File: src/rtl/rvc1_pkg.sv
// Shared constants, kinds and encoders for the quadrant-1 expander.
// Assumes the base-ISA opcode values of the standard 32-bit encoding.
package rvc1_pkg;

    localparam int CLEN = 16;
    localparam int ILEN = 32;
    localparam int RLEN = 5;
    localparam int CRLEN = 3;

    localparam logic [6:0] OPC_OP_IMM   = 7'h13;
    localparam logic [6:0] OPC_OP_IMM32 = 7'h1B;
    localparam logic [6:0] OPC_LUI      = 7'h37;
    localparam logic [6:0] OPC_JAL      = 7'h6F;
    localparam logic [6:0] OPC_BRANCH   = 7'h63;
    localparam logic [6:0] OPC_OP       = 7'h33;
    localparam logic [6:0] OPC_OP32     = 7'h3B;

    localparam logic [6:0] F7_BASE = 7'h00;
    localparam logic [6:0] F7_ALT  = 7'h20;

    localparam logic [1:0] CREG_BANK = 2'b01;
    localparam logic [RLEN-1:0] REG_ZERO = 5'd0;
    localparam logic [RLEN-1:0] REG_LINK = 5'd1;
    localparam logic [RLEN-1:0] REG_SP   = 5'd2;

    typedef enum logic [4:0] {
        XK_BAD, XK_ADDI, XK_ADDIW, XK_JAL, XK_LI, XK_SPADJ, XK_LUI,
        XK_SRLI, XK_SRAI, XK_ANDI, XK_SUB, XK_XOR, XK_OR, XK_AND,
        XK_SUBW, XK_ADDW, XK_J, XK_BEQZ, XK_BNEZ
    } xkind_e;

    typedef struct packed {
        logic [11:0] imm_i;
        logic [11:0] imm_sp;
        logic [19:0] imm_u;
        logic [20:0] imm_j;
        logic [12:0] imm_b;
        logic [5:0]  shamt;
    } imm_set_t;

    function automatic logic [ILEN-1:0] pack_i(input logic [11:0] imm, input logic [4:0] rs1,
                                               input logic [2:0] f3, input logic [4:0] rd,
                                               input logic [6:0] opc);
        return {imm, rs1, f3, rd, opc};
    endfunction

    function automatic logic [ILEN-1:0] pack_r(input logic [6:0] f7, input logic [4:0] rs2,
                                               input logic [4:0] rs1, input logic [2:0] f3,
                                               input logic [4:0] rd, input logic [6:0] opc);
        return {f7, rs2, rs1, f3, rd, opc};
    endfunction

    function automatic logic [ILEN-1:0] pack_u(input logic [19:0] imm, input logic [4:0] rd);
        return {imm, rd, OPC_LUI};
    endfunction

    function automatic logic [ILEN-1:0] pack_j(input logic [20:0] off, input logic [4:0] rd);
        return {off[20], off[10:1], off[11], off[19:12], rd, OPC_JAL};
    endfunction

    function automatic logic [ILEN-1:0] pack_b(input logic [12:0] off, input logic [4:0] rs1,
                                               input logic [2:0] f3);
        return {off[12], off[10:5], REG_ZERO, rs1, f3, off[4:1], off[11], OPC_BRANCH};
    endfunction

endpackage

File: src/rtl/rvc1_imm_unpack.sv
// Gathers the scattered immediate bits of every quadrant-1 format into
// sign-extended base-format immediates. Assumes bits 12:2 of the halfword.
module rvc1_imm_unpack
    import rvc1_pkg::*;
(
    input  logic [12:2] fld_i,
    output imm_set_t    imm_o
);

    logic [11:0] j_raw;
    logic [8:0]  b_raw;
    logic [9:0]  sp_raw;
    logic [5:0]  ci_raw;

    // Reassemble the raw offsets in natural bit order.
    always_comb begin
        ci_raw = {fld_i[12], fld_i[6:2]};
        j_raw  = {fld_i[12], fld_i[8], fld_i[10:9], fld_i[6], fld_i[7],
                  fld_i[2], fld_i[11], fld_i[5:3], 1'b0};
        b_raw  = {fld_i[12], fld_i[6:5], fld_i[2], fld_i[11:10], fld_i[4:3], 1'b0};
        sp_raw = {fld_i[12], fld_i[4:3], fld_i[5], fld_i[2], fld_i[6], 4'b0000};
    end

    // Sign-extend each raw value to its base-format width.
    always_comb begin
        imm_o.imm_i  = {{6{ci_raw[5]}}, ci_raw};
        imm_o.imm_u  = {{14{ci_raw[5]}}, ci_raw};
        imm_o.shamt  = ci_raw;
        imm_o.imm_sp = {{2{sp_raw[9]}}, sp_raw};
        imm_o.imm_j  = {{9{j_raw[11]}}, j_raw};
        imm_o.imm_b  = {{4{b_raw[8]}}, b_raw};
    end

endmodule

File: src/rtl/rvc1_classify.sv
// Selects the expansion kind of a halfword, or XK_BAD when it is reserved,
// outside quadrant 1 or not legal for the chosen XLEN (32 or 64).
module rvc1_classify
    import rvc1_pkg::*;
#(
    parameter int XLEN = 32
) (
    input  logic [CLEN-1:0] c_i,
    output xkind_e          kind_o
);

    localparam bit IS_WIDE = (XLEN == 64);

    xkind_e f1_kind;
    logic   wide_ok;

    // Width-dependent choices are fixed at elaboration.
    generate
        if (IS_WIDE) begin : g_wide
            assign f1_kind = XK_ADDIW;
            assign wide_ok = 1'b1;
        end else begin : g_narrow
            assign f1_kind = XK_JAL;
            assign wide_ok = 1'b0;
        end
    endgenerate

    logic nz6;
    logic rd_sp;
    logic sh_ok;

    // Field predicates shared by several opcodes.
    always_comb begin
        nz6   = c_i[12] | (|c_i[6:2]);
        rd_sp = (c_i[11:7] == REG_SP);
        sh_ok = wide_ok | ~c_i[12];
    end

    // Main opcode tree.
    always_comb begin
        kind_o = XK_BAD;
        if (c_i[1:0] == 2'b01) begin
            unique case (c_i[15:13])
                3'b000: kind_o = XK_ADDI;
                3'b001: kind_o = f1_kind;
                3'b010: kind_o = XK_LI;
                3'b011: kind_o = !nz6 ? XK_BAD : (rd_sp ? XK_SPADJ : XK_LUI);
                3'b100: begin
                    unique case (c_i[11:10])
                        2'b00: kind_o = sh_ok ? XK_SRLI : XK_BAD;
                        2'b01: kind_o = sh_ok ? XK_SRAI : XK_BAD;
                        2'b10: kind_o = XK_ANDI;
                        default: begin
                            unique case ({c_i[12], c_i[6:5]})
                                3'b000: kind_o = XK_SUB;
                                3'b001: kind_o = XK_XOR;
                                3'b010: kind_o = XK_OR;
                                3'b011: kind_o = XK_AND;
                                3'b100: kind_o = wide_ok ? XK_SUBW : XK_BAD;
                                3'b101: kind_o = wide_ok ? XK_ADDW : XK_BAD;
                                default: kind_o = XK_BAD;
                            endcase
                        end
                    endcase
                end
                3'b101: kind_o = XK_J;
                3'b110: kind_o = XK_BEQZ;
                default: kind_o = XK_BNEZ;
            endcase
        end
    end

endmodule

File: src/rtl/rvc1_assemble.sv
// Builds the 32-bit word for a given kind from the unpacked immediates and
// register fields. Assumes XK_BAD must yield an all-zero word.
module rvc1_assemble
    import rvc1_pkg::*;
(
    input  xkind_e          kind_i,
    input  imm_set_t        imm_i,
    input  logic [4:0]      rd_i,
    input  logic [2:0]      rp1_i,
    input  logic [2:0]      rp2_i,
    output logic [ILEN-1:0] word_o
);

    logic [RLEN-1:0] r1;
    logic [RLEN-1:0] r2;

    // Widen the short register fields into the x8..x15 bank.
    always_comb begin
        r1 = {CREG_BANK, rp1_i};
        r2 = {CREG_BANK, rp2_i};
    end

    // Encode the base instruction per kind.
    always_comb begin
        unique case (kind_i)
            XK_ADDI:  word_o = pack_i(imm_i.imm_i, rd_i, 3'b000, rd_i, OPC_OP_IMM);
            XK_ADDIW: word_o = pack_i(imm_i.imm_i, rd_i, 3'b000, rd_i, OPC_OP_IMM32);
            XK_JAL:   word_o = pack_j(imm_i.imm_j, REG_LINK);
            XK_LI:    word_o = pack_i(imm_i.imm_i, REG_ZERO, 3'b000, rd_i, OPC_OP_IMM);
            XK_SPADJ: word_o = pack_i(imm_i.imm_sp, REG_SP, 3'b000, REG_SP, OPC_OP_IMM);
            XK_LUI:   word_o = pack_u(imm_i.imm_u, rd_i);
            XK_SRLI:  word_o = pack_i({6'b000000, imm_i.shamt}, r1, 3'b101, r1, OPC_OP_IMM);
            XK_SRAI:  word_o = pack_i({6'b010000, imm_i.shamt}, r1, 3'b101, r1, OPC_OP_IMM);
            XK_ANDI:  word_o = pack_i(imm_i.imm_i, r1, 3'b111, r1, OPC_OP_IMM);
            XK_SUB:   word_o = pack_r(F7_ALT,  r2, r1, 3'b000, r1, OPC_OP);
            XK_XOR:   word_o = pack_r(F7_BASE, r2, r1, 3'b100, r1, OPC_OP);
            XK_OR:    word_o = pack_r(F7_BASE, r2, r1, 3'b110, r1, OPC_OP);
            XK_AND:   word_o = pack_r(F7_BASE, r2, r1, 3'b111, r1, OPC_OP);
            XK_SUBW:  word_o = pack_r(F7_ALT,  r2, r1, 3'b000, r1, OPC_OP32);
            XK_ADDW:  word_o = pack_r(F7_BASE, r2, r1, 3'b000, r1, OPC_OP32);
            XK_J:     word_o = pack_j(imm_i.imm_j, REG_ZERO);
            XK_BEQZ:  word_o = pack_b(imm_i.imm_b, r1, 3'b000);
            XK_BNEZ:  word_o = pack_b(imm_i.imm_b, r1, 3'b001);
            default:  word_o = '0;
        endcase
    end

endmodule

File: src/rtl/rvc1_expander.sv
// Top of the quadrant-1 expander: classify, unpack immediates, assemble.
// Purely combinational; XLEN must be 32 or 64.
module rvc1_expander
    import rvc1_pkg::*;
#(
    parameter int XLEN = 32
) (
    input  logic [15:0] instr_i,
    output logic [31:0] instr_o,
    output logic        illegal_o
);

    xkind_e   kind;
    imm_set_t imms;

    rvc1_classify #(.XLEN(XLEN)) u_cls (
        .c_i    (instr_i),
        .kind_o (kind)
    );

    rvc1_imm_unpack u_imm (
        .fld_i (instr_i[12:2]),
        .imm_o (imms)
    );

    rvc1_assemble u_asm (
        .kind_i (kind),
        .imm_i  (imms),
        .rd_i   (instr_i[11:7]),
        .rp1_i  (instr_i[9:7]),
        .rp2_i  (instr_i[4:2]),
        .word_o (instr_o)
    );

    // Flag any encoding the classifier rejected.
    always_comb illegal_o = (kind == XK_BAD);

endmodule

File: config.mk
export PLATFORM = sky130hd
export DESIGN_NAME = rvc1_expander
export DESIGN_NICKNAME = d
export VERILOG_FILES = /design/src/rtl/rvc1_pkg.sv /design/src/rtl/rvc1_imm_unpack.sv /design/src/rtl/rvc1_classify.sv /design/src/rtl/rvc1_assemble.sv /design/src/rtl/rvc1_expander.sv
export SDC_FILE = /design/constraint.sdc
export NUM_CORES = 1
export LEC_CHECK = 0
export ABC_AREA = 1
export BUFFER_PORTS_ARGS = -buffer_cell sky130_fd_sc_hd__buf_2
export CORE_ASPECT_RATIO = 1.25
export CORE_MARGIN = 2
export CORE_UTILIZATION = 35
export DETAILED_ROUTE_END_ITERATION = 10
export PLACE_DENSITY = 0.66
export SLEW_MARGIN = 20
export SYNTH_ARGS = -nofsm -noshare
export SYNTH_HDL_FRONTEND = slang
export SYNTH_SLANG_ARGS = --single-unit
File: constraint.sdc
create_clock -name vclk -period 1.2
set_input_delay 0.06 -clock vclk [all_inputs]
set_output_delay 0.06 -clock vclk [all_outputs]
set_load 0.005 [all_outputs]
* Word-level counts from Yosys, hierarchy flattened *
Cells that the tools add are included.

cells by class
  add/subtract/negate cells = 0
  $mul = 0
  divide/modulo/power cells = 0
  order comparisons = 0
  eq/ne operators = 31
  shift operators = 0
  muxes and demuxes = 9
  bitwise logic cells = 1
  reductions and logical operators = 5

operator list
  operator                                                         number
  32-bit case mux with 18 select lines                             1
  5-bit by 4-bit == test with 1-bit output, second input constant  8
  5-bit case mux with 7 select lines                               1
  5-bit by 3-bit == test with 1-bit output, second input constant  4
  4-bit case mux with 4 select lines                               1
  5-bit by 2-bit == test with 1-bit output, second input constant  3
  5-bit == test, second input constant                             3
  5-bit case mux with 3 select lines                               1
  3-bit by 2-bit == test with 1-bit output, second input constant  4
  5-bit two-way mux                                                2
  3-bit == test, second input constant                             3
  3-bit by 1-bit == test with 1-bit output, second input constant  2
  3-bit zero test                                                  2
  5-bit by 1-bit == test with 1-bit output, second input constant  1
  5-bit zero test                                                  1
  5-bit OR reduction                                               1
  2-bit by 1-bit == test with 1-bit output, second input constant  2
  4-bit two-way mux                                                1
  3-bit two-way mux                                                1
  2-bit == test, second input constant                             1
  2-bit zero test                                                  1
  2-bit two-way mux                                                1
  1-bit bitwise OR                                                 1

storage, ports and cells
  register bits after elaboration = 0
  latch bits = 0
  bits in writable memories = 0
  bits in read-only memories = 0
  input bits = 16
  output and inout port bits = 33
  logic and storage cells = 46
  memories kept = 0

* Depth between registers and ports, before layout *
  depth after elaboration = 7
  mapped depth = 15
  mapped depth without buffers = 15

* Cells and area by module *
Synthesis repeated with hierarchy kept, for this count alone.

second synthesis, totals
  cell total of the unflattened synthesis = 428
  area total of the unflattened synthesis = 2257.2 um^2

modules (own cells, without submodules)
  module           times used  cells an instance  area an instance (um^2)  seq. area each (um^2)
  rvc1_assemble    1           278                1347.5                   0.0
  rvc1_imm_unpack  1           85                 634.4                    0.0
  rvc1_classify    1           58                 249.0                    0.0
  rvc1_expander    1           7                  26.3                     0.0

* Least setup slack after synthesis *
No wires, ideal clock.

  kind = input-to-output
  start point = in instr_i[10]
  end point = out instr_o[1]
  data arrival time = 1.452 ns
  data required time = 1.140 ns
  slack = -0.312 ns
  stages = 12
  buffers on the path = 2
  cells stage by stage = buf_4 > nor2_4 > nand4_1 > nand3_1 > nand3_4 > nand3_2 > nor2_4 > inv_2 > nand2_1 > nor2_1 > inv_1 > buf_4

between the ends
  longest elaborated chain between the ends = 7
  elaborated cells between the ends (all ways) = 28
  those cells by class = eq/ne (21); mux (6); reduce/logical (1)

ends and longest elaborated chain
  what                                      RTL line             text
  start, declared                           rvc1_expander.sv:8   input logic [15:0] instr_i,
  5-bit by 2-bit == test with 1-bit output  rvc1_classify.sv:35  rd_sp = (c_i[11:7] == REG_SP);
  2-bit two-way mux                         rvc1_classify.sv:47  3'b011: kind_o = !nz6 ? XK_BAD : (rd_sp ? XK_SPADJ : XK_LUI);
  5-bit two-way mux                         rvc1_classify.sv:47
  5-bit case mux with 7 select lines *      rvc1_classify.sv:43  unique case (c_i[15:13])
  5-bit two-way mux *                       rvc1_classify.sv:42  if (c_i[1:0] == 2'b01) begin
  5-bit == test (tied with other cells)     rvc1_assemble.sv:25  unique case (kind_i)
  32-bit case mux with 18 select lines *    rvc1_assemble.sv:25
  end, declared                             rvc1_expander.sv:9   output logic [31:0] instr_o,

Every way passes the cells marked *; elsewhere a longest branch is shown, timed or not.

* Worst setup path after layout *
  start point = in instr_i[5]
  end point = out instr_o[30]

between the ends
  longest elaborated chain between the ends = 7
  elaborated cells between the ends (all ways) = 30
  those cells by class = eq/ne (21); mux (6); bitwise (1); reduce/logical (2)

ends and longest elaborated chain
  what                                                                            RTL line                                  text
  3-bit by 2-bit == test with 1-bit output (tied with other cells)                rvc1_classify.sv:54                       unique case ({c_i[12], c_i[6:5]})
  4-bit case mux with 4 select lines / 1-bit bitwise OR (equally long branches)   rvc1_classify.sv:54, rvc1_classify.sv:34
  5-bit case mux with 3 select lines / 5-bit two-way mux (equally long branches)  rvc1_classify.sv:49, rvc1_classify.sv:47
  5-bit case mux with 7 select lines *                                            rvc1_classify.sv:43
  5-bit two-way mux *                                                             rvc1_classify.sv:42
  5-bit == test (tied with other cells)                                           rvc1_assemble.sv:25
  32-bit case mux with 18 select lines *                                          rvc1_assemble.sv:25

Marks and branches as above.

==> impl_metrics.json <==
{
  "layout-drive-gt1-share_pct": 60.7,
  "cp_data_required_time_ns": 1.14,
  "max_slew_margin_pct": 80.6,
  "synth_top_area_share_pct": 23.6,
  "end_kind": "primary output",
  "violations": "negative setup slack",
  "initial_core_util_pct": 36.6,
  "vias_per_cell": 5.57,
  "p_leak_uw": 0.00153,
  "first_iter_violations": 196,
  "cp_cell_sequence": "buf_2 > buf_4 > inv_1 > o21ai_1 > nand3_2 > nand3_4 > nand2_8 > nor2_8 > nand3_4 > inv_4 > nand2_4 > nand2_4 > inv_4 > nand3_2 > buf_2",
  "startpoint_type": "input port",
  "p_per_area_mw_per_mm2": 307,
  "critical_path.slowest_cell": "nand3_4",
  "rows": 24,
  "yosysSeqAreaShare_pct": 0,
  "synthMuxAreaShare_pct": 0,
  "slew_violations": 0,
  "setup_viol": 33,
  "port_buffers": 49,
  "power_uw": 822,
  "synthXorXnorAreaFrac_pct": 0,
  "clkbuf_count": 0,
  "wl_mm": 6.72,
  "die_w_um": 58.0,
  "grt_pass1_wl_mm": 9.06,
  "n_fill_cell": 252,
  "rsz0062_at_grt": "true",
  "cp-endpoint": "instr_o[30]",
  "vias": 2200,
  "ant_nets": 0,
  "synth-simple-area-share_pct": 74.2,
  "avgSynthCellArea_um2": 5.26,
  "ioPinCount": 49,
  "synth_cells": 242,
  "yosysWarnings": 0,
  "utilization_pct": 76.9,
  "drv_cap": 0,
  "critical_path_class": "in2out",
  "busiest_layer": "met2",
  "min_period_ns": 1.80,
  "yosysTopAreaCell": "nand2_1",
  "gr-total-overflow": 0,
  "critPathLaunch": "instr_i[5]",
  "nets": 374,
  "grt_pass1_vias": 2038,
  "arrival_ns": 1.74,
  "synthAdderAreaFrac_pct": 0,
  "yosysUniqueCellTypes": 31,
  "place.gp.congestion": 0.965,
  "grt_util_met1_pct": 31.0,
  "antenna_found_initial": 0,
  "areaGrowthSynthToFinish_pct": 110,
  "synth_top_family_by_area": "simple AND/OR/NAND/NOR gates",
  "nFlopsAndLatches": 0,
  "worst_slew_pin_slew_ns": 0.291,
  "coreArea_mm2": 0.00348,
  "track_usage_pct": 27.7,
  "fmax_ghz": 0.554,
  "hold_viol": 0,
  "seq_area_um2": 0,
  "hold_buffers": 0,
  "drtPass1Iterations": 4,
  "route.detailed.drc": 0,
  "die-area_mm2": 0.00414,
  "fin_ws_ns": -0.604,
  "synth-compound-area-share_pct": 13.5,
  "hold_class": "in2out",
  "syn_area_mm2": 0.00127,
  "met3_usage_pct": 3.25,
  "slowest_delay_ns": 0.18,
  "synth.net_count": 258,
  "n_antenna_cell": 0,
  "finalCritPeriodShare_pct": 150,
  "grt_util_met2_pct": 50.9,
  "hpwlAfterDp_mm": 4.18,
  "synth_area_leaders": "nand2_1 (24%), nor2_1 (9.7%), nand3_1 (7.9%), nand3_2 (7.1%), inv_1 (7.1%)",
  "status": "finished with violations",
  "ir_drop_uv": 260,
  "fp.dieH_um": 71.4,
  "cp_max_fo": 7,
  "wl_per_cell_um": 17.0,
  "grt_max_degree": 9
}
report_power, final:
group / internal [uW] / switching [uW] / total (uW)
sequential: 0 / 0 / 0
combinational: 376 / 446 / 822
clock: 0 / 0 / 0
total: 376 / 446 / 822
how the worst min path moves through the flow:
stage | start | endpoint | slack (ns) | depth (start not counted)
after detailed placement | instr_i[2] | instr_o[20] | 0.51 | 5
after global placement | instr_i[2] | instr_o[20] | 0.52 | 5
after global routing | instr_i[2] | instr_o[20] | 0.58 | 5
after CTS | instr_i[6] | instr_o[24] | 0.52 | 5
after floorplan | instr_i[2] | instr_o[20] | 0.21 | 2
final | instr_i[6] | instr_o[24] | 0.52 | 5
cells in the mapped netlist (2+ instances only):
master	n
nand2_4	4
nand3_1	20
a31oi_1	2
a21boi_0	2
nand3_4	3
a21oi_1	4
nor2_4	4
nor2_1	33
nand4_1	5
inv_2	8
o21ai_0	10
o21ai_1	2
inv_1	24
o21ai_2	2
nor2_2	5
nand2_2	9
nand2_1	80
nand3_2	9
buf_4	3
nand3b_1	2
placed cells by master, fill, tap and decap left out, types with 3 or more instances in the layout:
cell type,count
nand2_1,66
buf_4,53
buf_2,40
inv_1,20
nor2_1,18
buf_6,18
nor2_4,16
nand2_4,16
nand3_4,12
nand3_1,11
nand3_2,9
nor2_2,8
inv_2,7
nand2_2,7
nand4_1,5
o21ai_1,5
o21ai_0,5
nand2_8,5
buf_12,5
inv_4,4
o21ai_2,3
a21oi_1,3
stage by stage:
step | cell area (um^2) | hold slack (ns) | TNS (ns) | std cells | worst slack [ns]
global route | 2680 | 0.577 | -19.84 | 395 | -0.690
global placement | 1990 | 0.516 | -18.00 | 375 | -0.656
finish | 2680 | 0.524 | -17.46 | 395 | -0.604
CTS | 2350 | 0.519 | -14.08 | 389 | -0.479
detailed placement | 1990 | 0.512 | -18.35 | 375 | -0.675
floorplan | 1340 | 0.211 | -4.74 | 242 | -0.210
cell families (layout without fill, tap and decap cells):
kind of cell	count (synthesis)	count (layout)
and+or+nand+nor	178	179
buffers and inverters	37	150
AOI/OAI and AO/OA	27	27
critical path, delay by kind of cell:
kind | cells | cell delay, ns
buf+inv | 6 | 0.58
compound gates | 1 | 0.17
simple gates | 8 | 0.93
repair_timing:
action	in CTS	in global routing
pin swaps	36	50
setup buffers	13	6
endpoints found under the setup margin	33	33
resized for setup	71	56
gates cloned	1	0
metal layers:
metal / part of all wire [%] / wire length (um) / vias up
met5: 0 / 0 / -
li1: - / - / 1015
met4: 6.1 / 411 / 0
met1: 34 / 2320 / 990
met2: 52 / 3520 / 143
met3: 7.0 / 471 / 52
area by class of cell:
cell class         count  area, um^2  area share [%]
inverters             32         135            5.05
multi-input cells    206        1560            58.4
well taps             39        48.8            1.82
repair buffers       118         931            34.8
Power figures use the tool's default switching activity.
